$ cat config.mk
export PLATFORM = sky130hd
export DESIGN_NAME = mt_remap_gate
export DESIGN_NICKNAME = d
export VERILOG_FILES = /design/src/rtl/mt_pkg.sv /design/src/rtl/mt_spec_remap.sv /design/src/rtl/mt_ctx_gate.sv /design/src/rtl/mt_remap_gate.sv
export SDC_FILE = /design/constraint.sdc
export NUM_CORES = 1
export LEC_CHECK = 0
export BUFFER_PORTS_ARGS = -buffer_cell sky130_fd_sc_hd__buf_4
export CELL_PAD_IN_SITES_DETAIL_PLACEMENT = 1
export CELL_PAD_IN_SITES_GLOBAL_PLACEMENT = 1
export CORE_MARGIN = 5
export CORE_UTILIZATION = 30
export CTS_CLUSTER_SIZE = 25
export DETAILED_ROUTE_END_ITERATION = 8
export PLACE_DENSITY = 0.79
export SYNTH_ARGS = -nofsm -noshare
export SYNTH_HDL_FRONTEND = slang
export SYNTH_SLANG_ARGS = --single-unit
$ cat constraint.sdc
create_clock -name clk -period 1.64 [get_ports clk]
set_clock_uncertainty 0.2 [all_clocks]
set_input_delay 0.164 -clock clk [delete_from_list [all_inputs] [get_ports clk]]
set_output_delay 0.164 -clock clk [all_outputs]
set_load 0.005 [all_outputs]
$ cat src/rtl/mt_pkg.sv
`timescale 1ns/1ps
package mt_pkg;
   localparam int unsigned MINI_PER_CTX = 2;

   typedef struct packed {
      logic       split;
      logic [1:0] pbit;
   } ctx_cfg_t;
endpackage

$ cat src/rtl/mt_spec_remap.sv
`timescale 1ns/1ps
module mt_spec_remap #(
   parameter int unsigned REG_W = 5
) (
   input  logic [REG_W-1:0] spec_in,
   input  logic             split,
   input  logic             pbit,
   output logic [REG_W-1:0] spec_out
);
   // Split mode overrides the top specifier bit; the zero register is not special-cased.
   always_comb begin
      if (split) spec_out = {pbit, spec_in[REG_W-2:0]};
      else       spec_out = spec_in;
   end
endmodule

$ cat src/rtl/mt_ctx_gate.sv
`timescale 1ns/1ps
module mt_ctx_gate #(
   parameter int unsigned PC_W = 16
) (
   input  logic            clk,
   input  logic            rst_n,
   input  logic            split,
   input  logic [1:0]      trap_req,
   input  logic [1:0]      ret_user,
   input  logic [PC_W-1:0] pc0,
   input  logic [PC_W-1:0] pc1,
   output logic            own,
   output logic            own_id,
   output logic [1:0]      blocked,
   output logic [1:0]      replay,
   output logic [PC_W-1:0] trap_pc,
   output logic [PC_W-1:0] sib_pc
);
   logic own_q, id_q, pend_q;
   logic [1:0] replay_q;
   logic [PC_W-1:0] tpc_q, spc_q;
   logic take, win, lose_now, late_sib, release_now, rep_any;

   always_comb begin
      take        = !split && !own_q && (trap_req != 2'b00);
      win         = !trap_req[0];
      lose_now    = take && (trap_req == 2'b11);
      late_sib    = own_q && trap_req[!id_q];
      release_now = own_q && ret_user[id_q];
      rep_any     = pend_q || late_sib;
   end

   always_ff @(posedge clk) begin
      if (!rst_n) begin
         own_q    <= 1'b0;
         id_q     <= 1'b0;
         pend_q   <= 1'b0;
         replay_q <= 2'b00;
         tpc_q    <= '0;
         spc_q    <= '0;
      end else begin
         replay_q <= 2'b00;
         if (take) begin
            own_q  <= 1'b1;
            id_q   <= win;
            pend_q <= lose_now;
            tpc_q  <= win ? pc1 : pc0;
            spc_q  <= win ? pc0 : pc1;
         end else if (release_now) begin
            own_q    <= 1'b0;
            pend_q   <= 1'b0;
            replay_q <= rep_any ? (id_q ? 2'b01 : 2'b10) : 2'b00;
         end else if (late_sib) begin
            pend_q <= 1'b1;
         end
      end
   end

   assign own     = own_q;
   assign own_id  = id_q;
   assign blocked = own_q ? (id_q ? 2'b01 : 2'b10) : 2'b00;
   assign replay  = replay_q;
   assign trap_pc = tpc_q;
   assign sib_pc  = spc_q;
endmodule

$ cat src/rtl/mt_remap_gate.sv
`timescale 1ns/1ps
module mt_remap_gate #(
   parameter int unsigned NUM_CTX = 4,
   parameter int unsigned REG_W   = 5,
   parameter int unsigned PC_W    = 16,
   localparam int unsigned CTX_W  = (NUM_CTX > 1) ? $clog2(NUM_CTX) : 1,
   localparam int unsigned IDX_W  = CTX_W + REG_W,
   localparam int unsigned NMINI  = NUM_CTX * mt_pkg::MINI_PER_CTX
) (
   input  logic                  clk,
   input  logic                  rst_n,
   input  logic                  cfg_we,
   input  logic [CTX_W-1:0]      cfg_ctx,
   input  logic                  cfg_split,
   input  logic [1:0]            cfg_pbit,
   input  logic                  dec_valid,
   input  logic [CTX_W-1:0]      dec_ctx,
   input  logic                  dec_mini,
   input  logic [REG_W-1:0]      dec_rs1,
   input  logic [REG_W-1:0]      dec_rs2,
   input  logic [REG_W-1:0]      dec_rd,
   input  logic [NMINI-1:0]      trap_req,
   input  logic [NMINI-1:0]      ret_user,
   input  logic [NMINI*PC_W-1:0] mini_pc,
   output logic [IDX_W-1:0]      ren_rs1,
   output logic [IDX_W-1:0]      ren_rs2,
   output logic [IDX_W-1:0]      ren_rd,
   output logic                  out_issue,
   output logic                  dec_stall,
   output logic [NMINI-1:0]      mini_blocked,
   output logic [NMINI-1:0]      replay,
   output logic [NUM_CTX-1:0]    kern_own,
   output logic [NUM_CTX-1:0]    kern_id,
   output logic [NUM_CTX-1:0]    sib_id,
   output logic [NUM_CTX*PC_W-1:0] hold_trap_pc,
   output logic [NUM_CTX*PC_W-1:0] hold_sib_pc
);
   import mt_pkg::*;

   generate
      if (NUM_CTX < 2 || (1 << CTX_W) != NUM_CTX) begin : g_bad_ctx
         $error("NUM_CTX must be a power of two and at least 2");
      end
      if (REG_W < 2) begin : g_bad_reg
         $error("REG_W must be at least 2");
      end
      if (PC_W < 1) begin : g_bad_pc
         $error("PC_W must be at least 1");
      end
   endgenerate

   ctx_cfg_t           cfg_q [NUM_CTX];
   logic [NUM_CTX-1:0] part_vec;

   always_ff @(posedge clk) begin
      if (!rst_n) begin
         for (int i = 0; i < NUM_CTX; i++) cfg_q[i] <= '0;
      end else if (cfg_we) begin
         cfg_q[cfg_ctx] <= '{split: cfg_split, pbit: cfg_pbit};
      end
   end

   // Per-context trap gate
   genvar c;
   generate
      for (c = 0; c < NUM_CTX; c++) begin : g_ctx
         logic ownb, idb;
         assign part_vec[c] = cfg_q[c].split;
         mt_ctx_gate #(.PC_W(PC_W)) u_gate (
            .clk      (clk),
            .rst_n    (rst_n),
            .split    (cfg_q[c].split),
            .trap_req (trap_req[2*c +: 2]),
            .ret_user (ret_user[2*c +: 2]),
            .pc0      (mini_pc[(2*c)*PC_W +: PC_W]),
            .pc1      (mini_pc[(2*c+1)*PC_W +: PC_W]),
            .own      (ownb),
            .own_id   (idb),
            .blocked  (mini_blocked[2*c +: 2]),
            .replay   (replay[2*c +: 2]),
            .trap_pc  (hold_trap_pc[c*PC_W +: PC_W]),
            .sib_pc   (hold_sib_pc[c*PC_W +: PC_W])
         );
         assign kern_own[c] = ownb;
         assign kern_id[c]  = idb;
         assign sib_id[c]   = !idb;
      end
   endgenerate

   // Specifier remap, one lane per register port
   logic             sel_split, sel_pbit;
   logic [REG_W-1:0] spec_in  [3];
   logic [REG_W-1:0] spec_out [3];

   assign sel_split  = cfg_q[dec_ctx].split;
   assign sel_pbit   = cfg_q[dec_ctx].pbit[dec_mini];
   assign spec_in[0] = dec_rs1;
   assign spec_in[1] = dec_rs2;
   assign spec_in[2] = dec_rd;

   genvar k;
   generate
      for (k = 0; k < 3; k++) begin : g_lane
         mt_spec_remap #(.REG_W(REG_W)) u_remap (
            .spec_in  (spec_in[k]),
            .split    (sel_split),
            .pbit     (sel_pbit),
            .spec_out (spec_out[k])
         );
      end
   endgenerate

   assign ren_rs1 = {dec_ctx, spec_out[0]};
   assign ren_rs2 = {dec_ctx, spec_out[1]};
   assign ren_rd  = {dec_ctx, spec_out[2]};

   logic sel_blk;
   assign sel_blk   = mini_blocked[{dec_ctx, dec_mini}];
   assign out_issue = dec_valid && !sel_blk;
   assign dec_stall = dec_valid && sel_blk;
endmodule

==> results.txt <==
- Max Cap Violations: 0
* Number of I/O port buffers: 325
- Detailed routing inserted a total of 8372 vias.
- Worst Hold End: g_ctx[2].u_gate.replay[1]
- Final Cycle Share: 1.31
* Share of post-route cells with drive strength above 1: 0.487
- Clock tree from TritonCTS: built
* Mux cell area share after synthesis: 0.190
- Proportion of synthesized chip area in sequential cells: 0.443
- In this run the worst path has a maximum fanout of 3.
- In this run, synthesis inferred 12 flip-flops with an integrated enable.
- Synthesized-area fraction occupied by adder cells: 0
* GRT Total Usage: 0.233
- Average routed wire per standard cell: 24.6 µm
- For this run, the detailed router's first-pass iteration total came to 4.
- In this run the worst hold path is classified as input pin to register.
* R2r startpoint: cfg_q[2][2]
- Counting along the longest clock path gives a buffer depth of 2.
- The clock drives 160 sinks.
* Final Routed Wirelength: 39700 µm
- Cell count of the worst hold path: 4
- The worst-case IR drop observed on VDD is 0.000531 V.
- Timing analysis after detailed placement gives a worst setup slack of -0.105 ns.
* WP data required: 1.28 ns
- Post-layout minimum cycle time: 2.14 ns
- In this run, synthesis produced a sequential element count of 160.
- Cell accounting for the most synthesized area: dfxtp_1
- Top cells by area, synth: dfxtp_1, mux2i_1, a211oi_1
- Root buffer cell: clkbuf_16
* Post-synthesis xor/xnor area fraction: 0.00467
* Via count of the first global-routing pass: 9086
* Main combinational cell family by area after synthesis: multiplexers
- The first global-routing pass estimated 52400 µm of wire.
- Avg Synthesized Cell Area: 9.66 µm²
- Highest cell delay on the worst timing path: 0.54 ns
* Half-perimeter wire length after detailed placement: 18800 µm
* Most frequent cell after synthesis: dfxtp_1
- Finished Core Util: 0.585
- The net count of the finished layout is 1449.
- The synthesized netlist occupies a cell area of 7500 µm².
- Area share of the largest cell type after synthesis: 0.395
- The share of the synthesized area in compound gates (AO/OA/AOI/OAI) is 0.152.
- Overall die area: 28200 µm²
- For the worst-skew pair, the clock arrives at the later sink with an insertion delay of 0.42 ns.
- Cell-by-cell listing of the critical path: mux4_2, buf_6, o21ai_1, buf_4
- For this run, the number of Yosys warnings is 0.
- Kind of end point of the critical path: primary output
* Leak Pwr: 6.28 nW
- For the pin with the worst max-slew slack, the measured transition is 0.558 ns.
* CTS HTree Levels: 4
- Entering global routing, the biggest net connects 50 pins.
- Final Hold Viols: 0
- The number of cells on the worst reg-to-reg path is 8.
- Setup violations remaining at the end of the flow were counted as 107.
- Setup repair after global routing could not meet its margin everywhere.
- Compared with the post-synthesis result, the final layout area differs by 91.0%.
- Chip Width: 168 µm
* Synth Area in Simple Gates: 0.128
* Start point of the worst hold path: ret_user[4]
- The die is 168 µm tall.
* Slowest stage cell, crit path: mux4_2
- Proportion of synthesized flip-flops having asynchronous set or reset: 0
* Dominant register cell in the synthesized netlist: dfxtp_1
- Number of remaining DRC errors: 0
* Failing checks: setup timing
- Core Footprint: 24500 µm²
- Net count after synthesis: 947
- In this run, the number of DRC markers left after iteration 0 of detailed routing was 384.
- Distinct cells, synth: 36
- GRT overflow: 0
- After filler insertion, the fill cell instance count of the layout stands at 2517.
* Kind of start point of the critical path: register
- In this run the count of I/O pins placed on the die edge is 350.
- The congestion estimate from routability-driven global placement came to 0.839.
- The setup path with the least slack is of type register to primary output.
- After clock tree synthesis, the clock-pin slew on the worst setup and hold paths is 0.07 ns.
* Crit path DAT: 1.78 ns
* Via density: 5.18
- Once detail routing completed, the nets flagged for antenna violations numbered 0.
- Worst relative slew slack: 0.624
* Placement row count: 57
- Number of instances in the synthesized netlist: 776
* Max Slew Vio Count: 0
- The run finished, with violations left.
* Worst reg2reg path endpoint: g_ctx[2].u_gate.sib_pc[5]
- After layout, the worst setup slack is -0.501 ns.
* Pwr per Cell Area: 891 nW/µm²
- For this run, the top clock speed supported by timing is 0.467 GHz.
* TritonCTS buffer count: 17
* Antenna violations before repair: 1
- Starting utilization of the core area: 0.306
* Setup slack on the worst flop-to-flop path: -0.24 ns
- Sorting the synthesized cells by how often they occur yields dfxtp_1, nor2_1, mux2i_1.
## final cells by class
type	instances	area, µm²	area share
well taps	324	405	0.0283
diodes	2	5.00	0.000350
repair buffers	578	5590	0.391
clock inverters	14	124	0.00865
clock buffers	18	439	0.0307
multi-input cells	511	4380	0.306
flip-flops and latches	160	3330	0.233
inverters	10	40.0	0.00280
## power by group
part / internal (mW) / switching [mW] / total [mW]
Clock: 2.05 / 1.91 / 3.95
Sequential: 4.32 / 0.284 / 4.61
Combinational: 2.24 / 1.95 / 4.20
Total: 8.61 / 4.15 / 12.8
## state kept, by name, indices dropped and copies added, names as in the netlist
name	count
g_ctx.u_gate.replay	8
g_ctx.u_gate.own_id	4
g_ctx.u_gate.sib_pc	64
g_ctx.u_gate.trap_pc	64
cfg_q	12
g_ctx.u_gate.pend_q	4
g_ctx.u_gate.own	4
## worst max-delay path: cells and delay by family, from the launching register on
kind / cells / cell delay, ns
multiplexers: 1 / 0.54
flip-flops: 1 / 0.42
buffers and inverters: 2 / 0.28
AO/OA/AOI/OAI: 1 / 0.13
## layout by cell type, fill, tap and decap left out, types with 5 or more instances in the layout
| cell type | n |
|---|---|
| buf_16 | 12 |
| and2_1 | 12 |
| mux2i_1 | 130 |
| a211oi_1 | 12 |
| mux2_2 | 5 |
| nor2_1 | 118 |
| nand2_1 | 17 |
| inv_1 | 9 |
| a21oi_1 | 5 |
| a211oi_2 | 109 |
| buf_8 | 8 |
| nor2_2 | 19 |
| nor2_4 | 11 |
| buf_12 | 22 |
| edfxtp_1 | 12 |
| dfxtp_2 | 5 |
| dfxtp_1 | 143 |
| a211oi_4 | 8 |
| nand4_1 | 6 |
| nand3_1 | 6 |
| clkbuf_16 | 28 |
| buf_4 | 342 |
| buf_6 | 23 |
| dlygate4sd3_1 | 160 |
## through the flow
stage               cells  setup TNS, ns  area (µm²)  hold slack (ns)  total power, mW
global route         1616         -15.74       14300           0.0420             13.3
global placement     1366         -0.224       10200            0.128             7.02
detailed placement   1366          -1.54       10200            0.128             7.10
CTS                  1586          -6.32       13100           0.0161             11.8
floorplan             776              0        7500            0.118             5.83
finish               1617          -8.97       14300           0.0274             12.8
## layer usage
metal	wire length, µm	global-route usage
met1	14600	0.243
met2	21300	0.432
met3	2340	0.0703
met4	1560	0.0988
met5	0	0
## cells by family (layout without fill, tap and decap cells)
logic type / Yosys count / count (layout)
buf+inv: 105 / 620
mux: 138 / 138
other cells: 0 / 2
compound gates: 155 / 155
simple gates: 214 / 214
flops: 160 / 160
xor+xnor: 4 / 4
## worst max path at each step
stage	cells after the start	endpoint	startpoint	slack, ns
after floorplan	5	out_issue	g_ctx[3].u_gate.own_id	0.01
after global routing	4	ren_rs2[4]	cfg_q[3][2]	-0.58
after detailed placement	5	out_issue	g_ctx[3].u_gate.own_id	-0.10
after CTS	5	out_issue	g_ctx[3].u_gate.own_id	-0.52
after global placement	6	out_issue	dec_mini	-0.07
final	4	ren_rs2[4]	cfg_q[3][2]	-0.50
## repair_timing
action	in CTS	in global routing
endpoints found under the setup margin	57	146
resized for setup	69	183
hold buffers	160	0
cloned	13	14
pin swaps	35	69
hold endpoints to repair	150	0
setup buffers	18	24
Note: power is estimated with default switching activity, not from simulation.
